==> config.mk <==
export PLATFORM = sky130hd
export DESIGN_NAME = sgdma_chain_engine
export DESIGN_NICKNAME = d
export VERILOG_FILES = /design/src/rtl/sgdma_pkg.sv /design/src/rtl/sgdma_ctl.sv /design/src/rtl/sgdma_walker.sv /design/src/rtl/sgdma_chain_engine.sv
export SDC_FILE = /design/constraint.sdc
export NUM_CORES = 1
export LEC_CHECK = 0
export CAP_MARGIN = 20
export CORE_MARGIN = 2
export CORE_UTILIZATION = 60
export DETAILED_ROUTE_END_ITERATION = 16
export DONT_BUFFER_PORTS = 1
export PLACE_DENSITY = 0.8
export SYNTH_ARGS = -nofsm -noshare
export SYNTH_HDL_FRONTEND = slang
export SYNTH_SLANG_ARGS = --single-unit
==> constraint.sdc <==
create_clock -name clk -period 1.8 [get_ports clk]
set_input_delay 0.18 -clock clk [delete_from_list [all_inputs] [get_ports clk]]
set_output_delay 0.18 -clock clk [all_outputs]
set_load 0.01 [all_outputs]
==> src/rtl/sgdma_pkg.sv <==
package sgdma_pkg;
   // command/status byte bit positions
   localparam int CSR_EN   = 0;
   localparam int CSR_GO   = 1;
   localparam int CSR_ABT  = 2;
   localparam int CSR_CLRI = 3;
   localparam int CSR_DONE = 4;
   // mode word bit positions
   localparam int MD_CHAIN  = 9;
   localparam int MD_DONEIE = 10;
   localparam int MD_CLRCNT = 16;
   localparam int MD_PCIIRQ = 17;
   // link word flag positions
   localparam int NX_PCI = 0;
   localparam int NX_EOC = 1;
   localparam int NX_TCI = 2;
   localparam int NX_L2P = 3;
   // descriptor word order
   localparam int W_PADR = 0;
   localparam int W_LADR = 1;
   localparam int W_CNT  = 2;
   localparam int W_LINK = 3;
   localparam int N_WORDS = 4;

   typedef enum logic [1:0] {
      ST_IDLE,
      ST_FETCH,
      ST_MOVE,
      ST_WBACK
   } walk_st_t;
endpackage

==> src/rtl/sgdma_ctl.sv <==
module sgdma_ctl
   import sgdma_pkg::*;
#(
   parameter bit IRQ_ROUTE = 1'b1
) (
   input  logic        clk,
   input  logic        rst_n,
   input  logic        csr_we,
   input  logic [7:0]  csr_wdata,
   input  logic        mode_we,
   input  logic [31:0] mode_wdata,
   input  logic        busy,
   input  logic        finish,
   input  logic        tc_hit,
   output logic        start_go,
   output logic        abort_go,
   output logic        chain_en,
   output logic        clrcnt_en,
   output logic [7:0]  csr_status,
   output logic        irq_pci,
   output logic        irq_local
);
   logic en_q, chain_q, doneie_q, clrcnt_q, pciirq_q, irq_q;

   always_ff @(posedge clk or negedge rst_n) begin
      if (!rst_n) begin
         en_q     <= 1'b0;
         chain_q  <= 1'b0;
         doneie_q <= 1'b0;
         clrcnt_q <= 1'b0;
         pciirq_q <= 1'b0;
         irq_q    <= 1'b0;
      end else begin
         if (csr_we) en_q <= csr_wdata[CSR_EN];
         if (mode_we) begin
            chain_q  <= mode_wdata[MD_CHAIN];
            doneie_q <= mode_wdata[MD_DONEIE];
            clrcnt_q <= mode_wdata[MD_CLRCNT];
            pciirq_q <= mode_wdata[MD_PCIIRQ];
         end
         // a new event wins over a clear in the same cycle
         if (tc_hit || (finish && doneie_q)) irq_q <= 1'b1;
         else if (csr_we && csr_wdata[CSR_CLRI]) irq_q <= 1'b0;
      end
   end

   assign start_go  = csr_we && csr_wdata[CSR_GO] && csr_wdata[CSR_EN] && !busy;
   assign abort_go  = csr_we && csr_wdata[CSR_ABT];
   assign chain_en  = chain_q;
   assign clrcnt_en = clrcnt_q;

   always_comb begin
      csr_status           = '0;
      csr_status[CSR_EN]   = en_q;
      csr_status[CSR_DONE] = !busy;
   end

   generate
      if (IRQ_ROUTE) begin : g_route
         assign irq_pci   = irq_q && pciirq_q;
         assign irq_local = irq_q && !pciirq_q;
      end else begin : g_local_only
         assign irq_pci   = 1'b0;
         assign irq_local = irq_q;
      end
   endgenerate

   logic unused_bits;
   assign unused_bits = ^{csr_wdata[7:4], mode_wdata};
endmodule

==> src/rtl/sgdma_walker.sv <==
module sgdma_walker
   import sgdma_pkg::*;
#(
   parameter int AW = 32,
   parameter int DW = 32,
   parameter int CW = 23
) (
   input  logic          clk,
   input  logic          rst_n,
   input  logic          start_go,
   input  logic          abort_go,
   input  logic          chain_en,
   input  logic          clrcnt_en,
   input  logic [DW-1:0] dir_padr,
   input  logic [DW-1:0] dir_ladr,
   input  logic [DW-1:0] dir_cnt,
   input  logic [DW-1:0] dir_link,
   output logic          busy,
   output logic          finish,
   output logic          tc_hit,
   output logic          mem_req,
   output logic          mem_we,
   output logic          mem_pci,
   output logic [AW-1:0] mem_addr,
   output logic [DW-1:0] mem_wdata,
   input  logic          mem_ack,
   input  logic [DW-1:0] mem_rdata,
   output logic          xfer_req,
   output logic          xfer_l2p,
   output logic [AW-1:0] xfer_pci_addr,
   output logic [AW-1:0] xfer_loc_addr,
   output logic [CW-1:0] xfer_count,
   input  logic          xfer_ack
);
   localparam int IW = $clog2(N_WORDS);
   localparam int CNT_OFS = W_CNT * (DW / 8);

   walk_st_t st_q, st_d;
   logic [IW-1:0] idx_q, idx_d;
   logic [AW-1:0] cur_q, cur_d;
   logic          pci_q, pci_d;
   logic          abort_q, aborting, load_direct;
   logic [N_WORDS-1:0][DW-1:0] dword_q;
   logic [DW-1:0] link;

   assign link     = dword_q[W_LINK];
   assign aborting = abort_q || abort_go;

   always_comb begin
      st_d  = st_q;
      idx_d = idx_q;
      cur_d = cur_q;
      pci_d = pci_q;
      unique case (st_q)
         ST_IDLE: if (start_go) begin
            if (chain_en) begin
               st_d  = ST_FETCH;
               idx_d = '0;
               cur_d = {dir_link[AW-1:4], 4'b0000};
               pci_d = dir_link[NX_PCI];
            end else begin
               st_d = ST_MOVE;
            end
         end
         ST_FETCH: if (mem_ack) begin
            if (aborting) st_d = ST_IDLE;
            else if (idx_q == IW'(N_WORDS - 1)) st_d = ST_MOVE;
            else idx_d = idx_q + 1'b1;
         end
         ST_MOVE: if (xfer_ack) begin
            if (aborting || !chain_en) st_d = ST_IDLE;
            else if (clrcnt_en) st_d = ST_WBACK;
            else if (link[NX_EOC]) st_d = ST_IDLE;
            else begin
               st_d  = ST_FETCH;
               idx_d = '0;
               cur_d = {link[AW-1:4], 4'b0000};
               pci_d = link[NX_PCI];
            end
         end
         ST_WBACK: if (mem_ack) begin
            if (aborting || link[NX_EOC]) st_d = ST_IDLE;
            else begin
               st_d  = ST_FETCH;
               idx_d = '0;
               cur_d = {link[AW-1:4], 4'b0000};
               pci_d = link[NX_PCI];
            end
         end
         default: st_d = ST_IDLE;
      endcase
   end

   assign load_direct = (st_q == ST_IDLE) && start_go && !chain_en;

   always_ff @(posedge clk or negedge rst_n) begin
      if (!rst_n) begin
         st_q    <= ST_IDLE;
         idx_q   <= '0;
         cur_q   <= '0;
         pci_q   <= 1'b0;
         abort_q <= 1'b0;
         dword_q <= '0;
      end else begin
         st_q  <= st_d;
         idx_q <= idx_d;
         cur_q <= cur_d;
         pci_q <= pci_d;
         if (st_q == ST_IDLE) abort_q <= 1'b0;
         else if (abort_go) abort_q <= 1'b1;
         if (load_direct) dword_q <= {dir_link, dir_cnt, dir_ladr, dir_padr};
         else if (st_q == ST_FETCH && mem_ack) dword_q[idx_q] <= mem_rdata;
      end
   end

   assign busy   = (st_q != ST_IDLE);
   assign finish = busy && (st_d == ST_IDLE);
   assign tc_hit = (st_q == ST_MOVE) && xfer_ack && link[NX_TCI];

   assign mem_req   = (st_q == ST_FETCH) || (st_q == ST_WBACK);
   assign mem_we    = (st_q == ST_WBACK);
   assign mem_pci   = pci_q;
   assign mem_addr  = (st_q == ST_WBACK) ? cur_q + AW'(CNT_OFS)
                                         : cur_q + AW'({idx_q, 2'b00});
   assign mem_wdata = {dword_q[W_CNT][DW-1:CW], {CW{1'b0}}};

   assign xfer_req      = (st_q == ST_MOVE);
   assign xfer_l2p      = link[NX_L2P];
   assign xfer_pci_addr = dword_q[W_PADR][AW-1:0];
   assign xfer_loc_addr = dword_q[W_LADR][AW-1:0];
   assign xfer_count    = dword_q[W_CNT][CW-1:0];
endmodule

==> src/rtl/sgdma_chain_engine.sv <==
module sgdma_chain_engine
   import sgdma_pkg::*;
#(
   parameter int AW        = 32,
   parameter int DW        = 32,
   parameter int CW        = 23,
   parameter bit IRQ_ROUTE = 1'b1
) (
   input  logic          clk,
   input  logic          rst_n,
   input  logic          csr_we,
   input  logic [7:0]    csr_wdata,
   output logic [7:0]    csr_status,
   input  logic          mode_we,
   input  logic [31:0]   mode_wdata,
   input  logic          dir_we,
   input  logic [1:0]    dir_sel,
   input  logic [DW-1:0] dir_wdata,
   output logic          mem_req,
   output logic          mem_we,
   output logic          mem_pci,
   output logic [AW-1:0] mem_addr,
   output logic [DW-1:0] mem_wdata,
   input  logic          mem_ack,
   input  logic [DW-1:0] mem_rdata,
   output logic          xfer_req,
   output logic          xfer_l2p,
   output logic [AW-1:0] xfer_pci_addr,
   output logic [AW-1:0] xfer_loc_addr,
   output logic [CW-1:0] xfer_count,
   input  logic          xfer_ack,
   output logic          irq_pci,
   output logic          irq_local
);
   generate
      if (DW != 32) begin : g_bad_dw
         $error("descriptor words must be 32 bits");
      end
      if (AW < 5 || AW > DW) begin : g_bad_aw
         $error("address width must lie in 5..DW");
      end
      if (CW < 1 || CW >= DW) begin : g_bad_cw
         $error("count width must lie in 1..DW-1");
      end
   endgenerate

   logic [DW-1:0] dir_padr_q, dir_ladr_q, dir_cnt_q, dir_link_q;
   logic busy, finish, tc_hit, start_go, abort_go, chain_en, clrcnt_en;

   always_ff @(posedge clk or negedge rst_n) begin
      if (!rst_n) begin
         dir_padr_q <= '0;
         dir_ladr_q <= '0;
         dir_cnt_q  <= '0;
         dir_link_q <= '0;
      end else if (dir_we) begin
         unique case (dir_sel)
            2'd0: dir_padr_q <= dir_wdata;
            2'd1: dir_ladr_q <= dir_wdata;
            2'd2: dir_cnt_q  <= dir_wdata;
            default: dir_link_q <= dir_wdata;
         endcase
      end
   end

   sgdma_ctl #(.IRQ_ROUTE(IRQ_ROUTE)) u_ctl (
      .clk(clk), .rst_n(rst_n),
      .csr_we(csr_we), .csr_wdata(csr_wdata),
      .mode_we(mode_we), .mode_wdata(mode_wdata),
      .busy(busy), .finish(finish), .tc_hit(tc_hit),
      .start_go(start_go), .abort_go(abort_go),
      .chain_en(chain_en), .clrcnt_en(clrcnt_en),
      .csr_status(csr_status),
      .irq_pci(irq_pci), .irq_local(irq_local)
   );

   sgdma_walker #(.AW(AW), .DW(DW), .CW(CW)) u_walk (
      .clk(clk), .rst_n(rst_n),
      .start_go(start_go), .abort_go(abort_go),
      .chain_en(chain_en), .clrcnt_en(clrcnt_en),
      .dir_padr(dir_padr_q), .dir_ladr(dir_ladr_q),
      .dir_cnt(dir_cnt_q), .dir_link(dir_link_q),
      .busy(busy), .finish(finish), .tc_hit(tc_hit),
      .mem_req(mem_req), .mem_we(mem_we), .mem_pci(mem_pci),
      .mem_addr(mem_addr), .mem_wdata(mem_wdata),
      .mem_ack(mem_ack), .mem_rdata(mem_rdata),
      .xfer_req(xfer_req), .xfer_l2p(xfer_l2p),
      .xfer_pci_addr(xfer_pci_addr), .xfer_loc_addr(xfer_loc_addr),
      .xfer_count(xfer_count), .xfer_ack(xfer_ack)
   );
endmodule

Yosys cells after proc, flatten, opt, wreduce, memory -nomap -nowiden
Cells that the tools add are included.
- bitwise gates (word level): 1
- $lt $le $gt $ge: 2
- reduce and logical (&&, ||, !) cells: 38
- add/sub/neg operators: 3
- eq/ne operators: 17
- multiplexer cells: 52
- operators by type and width (operator ; count):
    32-bit two-way mux ; 10
    128-bit two-way mux ; 2
    128-bit bitwise mux ; 1
    32-bit case mux with 3 select lines ; 1
    32-bit demux with 2-bit select ; 1
    2-bit two-way mux ; 20
    32-bit by 4-bit adder with 32-bit output ; 1
    32-bit by 4-bit adder with 32-bit output, second input constant ; 1
    2-bit inequality test, second input constant ; 8
    2-bit case mux with 4 select lines ; 2
    1-bit logical AND ; 15
    1-bit two-way mux ; 14
    11-bit AND reduction ; 1
    9-bit AND reduction ; 1
    2-bit == test, second input constant ; 4
    2-bit AND reduction ; 4
    2-bit nonzero test ; 4
    2-bit logical NOT ; 3
    2-bit by 1-bit inequality test with 1-bit output, second input constant ; 3
    1-bit logical OR ; 5
    2-bit by 1-bit == test with 1-bit output, second input constant ; 2
    1-bit logical NOT ; 3
    2-bit by 3-bit less-than comparator with 1-bit output, second input constant ; 1
    1-bit case mux with 3 select lines ; 1
    5 further kinds ; 5
- word-level logic and storage cells: 132
- output and inout bits: 166
- register bits: 300
- bits of input ports: 113

Logic depth before layout (Yosys ltp)
- depth after elaboration: 11
- mapped depth: 7
- mapped depth without buffers: 5

Cells and area by module
A second synthesis with hierarchy kept.
- cell total of the unflattened synthesis: 1027
- area total of the unflattened synthesis: 13125.1 sq um
- modules (own cells, without submodules) (module ; area an instance (sq um) ; cells an instance ; seq. area each (sq um) ; times used):
    sgdma_walker ; 8070.2 ; 729 ; 4053.9 ; 1
    sgdma_chain_engine ; 4744.6 ; 272 ; 3203.1 ; 1
    sgdma_ctl ; 310.3 ; 26 ; 150.1 ; 1

Worst setup path after synthesis
OpenSTA, ideal clock, no wires.
- path kind: reg2reg
- from: register u_ctl.clrcnt_q (netlist: u_ctl.clrcnt_en)
- to: register u_walk.cur_q[21]
- period minus slack after synthesis: 1.654 ns
- buffers on the path: 2
- data required time: 1.675 ns
- data arrival time: 1.529 ns
- library setup time: 0.125 ns
- cell stages (with the launch flop): 7
- path slack: 0.146 ns
- path through: dfrtp_1 > nand4bb_1 > a32oi_1 > nor2b_2 > buf_6 > buf_8 > mux2_4
- word-level cells in the longest chain between the ends: 2
- RTL lines (item ; RTL line ; source):
    from (decl) ; sgdma_ctl.sv:23 ; logic en_q, chain_q, doneie_q, clrcnt_q, pciirq_q, irq_q;
    from (signal assigned) ; sgdma_ctl.sv:38 ; clrcnt_q <= mode_wdata[MD_CLRCNT];
    2-bit inequality test (no source line) ; - ;
    9-bit AND reduction (no source line) ; - ;
    to (signal assigned) ; sgdma_walker.sv:107 ; cur_q <= cur_d;
    to (decl) ; sgdma_walker.sv:40 ; logic [AW-1:0] cur_q, cur_d;
Every way passes these cells.
A chain may end at the register's enable or synchronous reset.

Worst setup path after layout
- from: register u_walk.st_q[1]
- to: register u_walk.dword_q (netlist bit u_walk.xfer_loc_addr[7])
- word-level cells in the longest chain between the ends: 6
- elaborated cells on any way between the ends: 10
- classes of those cells: 1 x eq/ne; 1 x mux; 8 x reduce/logical
- RTL lines (item ; RTL line ; source):
    from (decl) ; sgdma_walker.sv:38 ; walk_st_t st_q, st_d;
    from (signal assigned) ; sgdma_walker.sv:105 ; st_q <= st_d;
    2-bit nonzero test ; sgdma_walker.sv:116 ; assign busy = (st_q != ST_IDLE);
    1-bit logical NOT ; sgdma_ctl.sv:47 ; assign start_go = csr_we && csr_wdata[CSR_GO] && csr_wdata[CSR_EN] && !busy;
    1-bit logical AND ; sgdma_ctl.sv:47 ;
    1-bit logical AND (2 in series) ; sgdma_walker.sv:94 ; assign load_direct = (st_q == ST_IDLE) && start_go && !chain_en;
    128-bit two-way mux / 2-bit nonzero test (equally long branches) ; - ;
    to (signal assigned) ; sgdma_walker.sv:111 ; if (load_direct) dword_q <= {dir_link, dir_cnt, dir_ladr, dir_padr};
    to (signal, indexed assignment) ; sgdma_walker.sv:112 ; else if (st_q == ST_FETCH && mem_ack) dword_q[idx_q] <= mem_rdata;
    to (decl) ; sgdma_walker.sv:43 ; logic [N_WORDS-1:0][DW-1:0] dword_q;
Several ways; a longest one is shown, not always the timed one.

==> impl_metrics.yaml <==
run_status:
  status: "finished, violations left"
  violations: "negative hold slack, negative setup slack"
timing:
  grt_setup_unrepaired: "true"
  layout_setup_ws_ns: -0.119
  max_freq_ghz: 0.521
  fin_crit_sh_pct: 107
  fin_skew_ns: 0.0133
  fin_crit_ns: 1.92
  worst_slew_pin_slew_ns: 0.998
  report.final.slew_viol_count: 0
  hold_ws_ns: -0.665
  slew_headroom_pct: 33.5
  hold_viol: 296
  setup-tns-final_ns: -7.38
  final-setup-viol-count: 119
cts:
  clk_pin_slew_worst_paths_ns: 0.07
  hold_buffers: 81
  cts_tree: "built"
  clock_sinks: 296
  clk_latency_ns: 0.55
  cts_inserted_buffers: 30
  cts_buffer_depth: 3
  cts_htree_levels: 1
  cts_root_buf: "clkbuf_16"
finish:
  area_growth_pct: 26.3
  nNetsFinal: 1263
  drive_gt1_share_pct: 36.7
  diodes: 0
  fillers: 1203
synth:
  async_flop_share_pct: 100
  synth_edf_count: 0
  ys_seq_elements: 296
  synth_warnings: 0
  yosys.cell_types.count: 42
  ys_top_cells_by_count: "dfrtp_1, mux2_2, nor2_1, a21oi_1, mux2i_1"
  yosysMostFrequentCell: "dfrtp_1"
  synthCells: 1024
  ys_seq_area_share_pct: 56.9
  dominantRegCellSynth: "dfrtp_1"
  synthTopCellsByArea: "dfrtp_1, mux2_2, mux2i_1"
  syn_avg_cell_area_um2: 12.7
  synth_top_cell_by_area: "dfrtp_1"
  synth_area_um2: 13000
  synth_top_area_share_pct: 56.9
route:
  post_drt_wl_per_cell_um: 26.0
  drtIter0Drc: 501
  drc_errors: 0
  antenna_left: 0
  finalWirelength_um: 37500
  drt_pre_antenna_iters: 4
  avgViaCountPerCell: 6.12
  via_count: 8840
power:
  power_uw: 26300
  p_per_area_nw_per_um2: 1600
  leakage_uw: 0.00787
  peakVddDrop_v: 0.00116
place:
  dp_hpwl_um: 17900
  pre_cts_slack_ns: 0.0295
  gp_congestion: 0.793
  port-buffer-count: 0
worst_setup_path:
  slowest_delay_ns: 0.46
  worstSetupStartpointType: "flip-flop"
  criticalPathCategory: "reg2reg"
  worst_ep_arrival_time_ns: 2.34
  cp-end-kind: "flip-flop"
  path_cells: "buf_6 > nor3_2 > nand4_1 > buf_4 > clkbuf_16 > clkbuf_16 > nor2_2 > a21oi_1"
  worst-path-max-fanout: 10
  critPathRequiredTime_ns: 2.22
  slowest_stage: "dfrtp_2"
  crit_top_cell: "clkbuf_16"
floorplanning:
  die_w_um: 151
  die_area_um2: 22900
  die_h_um: 151
  num_rows: 53
  start_util_pct: 61.5
  ios: 279
  core_um2: 21200
global_route:
  grt_pass1_vias: 8643
  grt_pass1_wl_um: 47200
  antenna_found_initial: 0
  grt.overflow.total: 0
  grt_use_total_pct: 26.7
  grt_max_degree: 297
hold_path:
  hp-class: "in2async"
run:
  maxCapViolations: 0
-- critical path, delay by kind of cell, from the launching register on --
family,cells,cell delay (ns)
AO/OA/AOI/OAI,1,0.05
buffers and inverters,4,0.76
flip-flops,1,0.46
AND/OR/NAND/NOR,3,0.50
-- metrics by stage --
step / cell area [µm²] / cells / util [%] / hold WS (ns)
floorplan: 13100 / 1054 / - / -0.116
global placement: 13400 / 1271 / 63.2 / -0.101
detailed placement: 13400 / 1271 / 63.2 / -0.105
CTS: 15300 / 1409 / 72.5 / -0.677
global route: 16400 / 1444 / 77.7 / -0.681
finish: 16400 / 1444 / 77.7 / -0.665
-- power by group --
group / switching, µW / leakage [µW] / internal [µW]
Sequential: 2740 / 0.00346 / 9110
Combinational: 3250 / 0.00386 / 4170
Clock: 2620 / 0.000558 / 4420
Total: 8610 / 0.00787 / 17700
-- timing repair --
item,4_1_cts,5_1_grt
pin swaps,0,4
hold endpoints to repair,561,296
gates resized for setup,4,158
gates cloned,0,22
endpoints found under the setup margin,3,142
setup buffers,2,13
-- cell type report --
type	count	area [µm²]	area share, %
flip-flops and latches	296	7410	45.1
multi-input cells	653	5550	33.7
repair buffers	154	1970	12.0
clock buffers	41	883	5.37
well taps	275	344	2.09
clock inverters	14	248	1.51
inverters	11	45.0	0.274
-- worst paths after layout --
check                           cells after the start                                   to  slack, ns                 startpoint
worst min-delay path                                0     u_walk.mem_wdata[31]$_DFFE_PN0P_      -0.67                      rst_n
worst min register to register                      1            dir_ladr_q[0]$_DFFE_PN0P_       0.51  dir_ladr_q[0]$_DFFE_PN0P_
max in group asynchronous                           0         u_walk.cur_q[21]$_DFFE_PN0P_       1.65                      rst_n
min in group clk                                    2          u_walk.idx_q[1]$_DFFE_PN0P_       0.11                    mem_ack
worst max-delay path                                8  u_walk.xfer_loc_addr[7]$_DFFE_PN0P_      -0.12   u_walk.st_q[1]$_DFF_PN0_
worst max register to register                      8  u_walk.xfer_loc_addr[7]$_DFFE_PN0P_      -0.12   u_walk.st_q[1]$_DFF_PN0_
-- sequential cells by signal, summed over array words and instances (netlist names), 9 cells and up --
signal                count
u_walk.cur_q             28
u_walk.link              32
dir_cnt_q                32
u_walk.mem_wdata          9
dir_ladr_q               32
u_walk.xfer_pci_addr     32
u_walk.xfer_count        23
u_walk.xfer_loc_addr     32
dir_link_q               32
dir_padr_q               32
-- routing by layer --
metal | share of wire [%] | GRT usage (%) | wire (µm) | up-vias
met5 | 0 | 0 | 0 | -
met4 | 3.7 | 7.90 | 1390 | 0
met3 | 7.7 | 6.48 | 2900 | 98
met2 | 51 | 45.3 | 19300 | 377
met1 | 37 | 34.1 | 13900 | 4570
li1 | - | - | - | 3795
-- cell families after synthesis --
family | Yosys count | share of synthesized area, %
multiplexers | 313 | 26.2
other | 1 | 0.0288
flip-flops | 296 | 56.9
AO/OA/AOI/OAI | 153 | 6.31
adder cells (fa/ha/maj) | 4 | 0.384
buffers and inverters | 105 | 5.10
AND/OR/NAND/NOR | 152 | 5.08
-- placed cells by master (no fill, tap or decap), types with 10 or more instances in the layout --
cell           count
buf_4             22
conb_1            31
nor2_2            59
inv_1             10
nor2_4            15
mux2_4            29
a21oi_1          104
clkbuf_16         46
dlygate4sd3_1     81
a21oi_2           19
nor2_1            54
dfrtp_1          293
mux2i_1          119
buf_12            16
mux2_2           162
buf_6             15
Power figures use the tool's default switching activity.
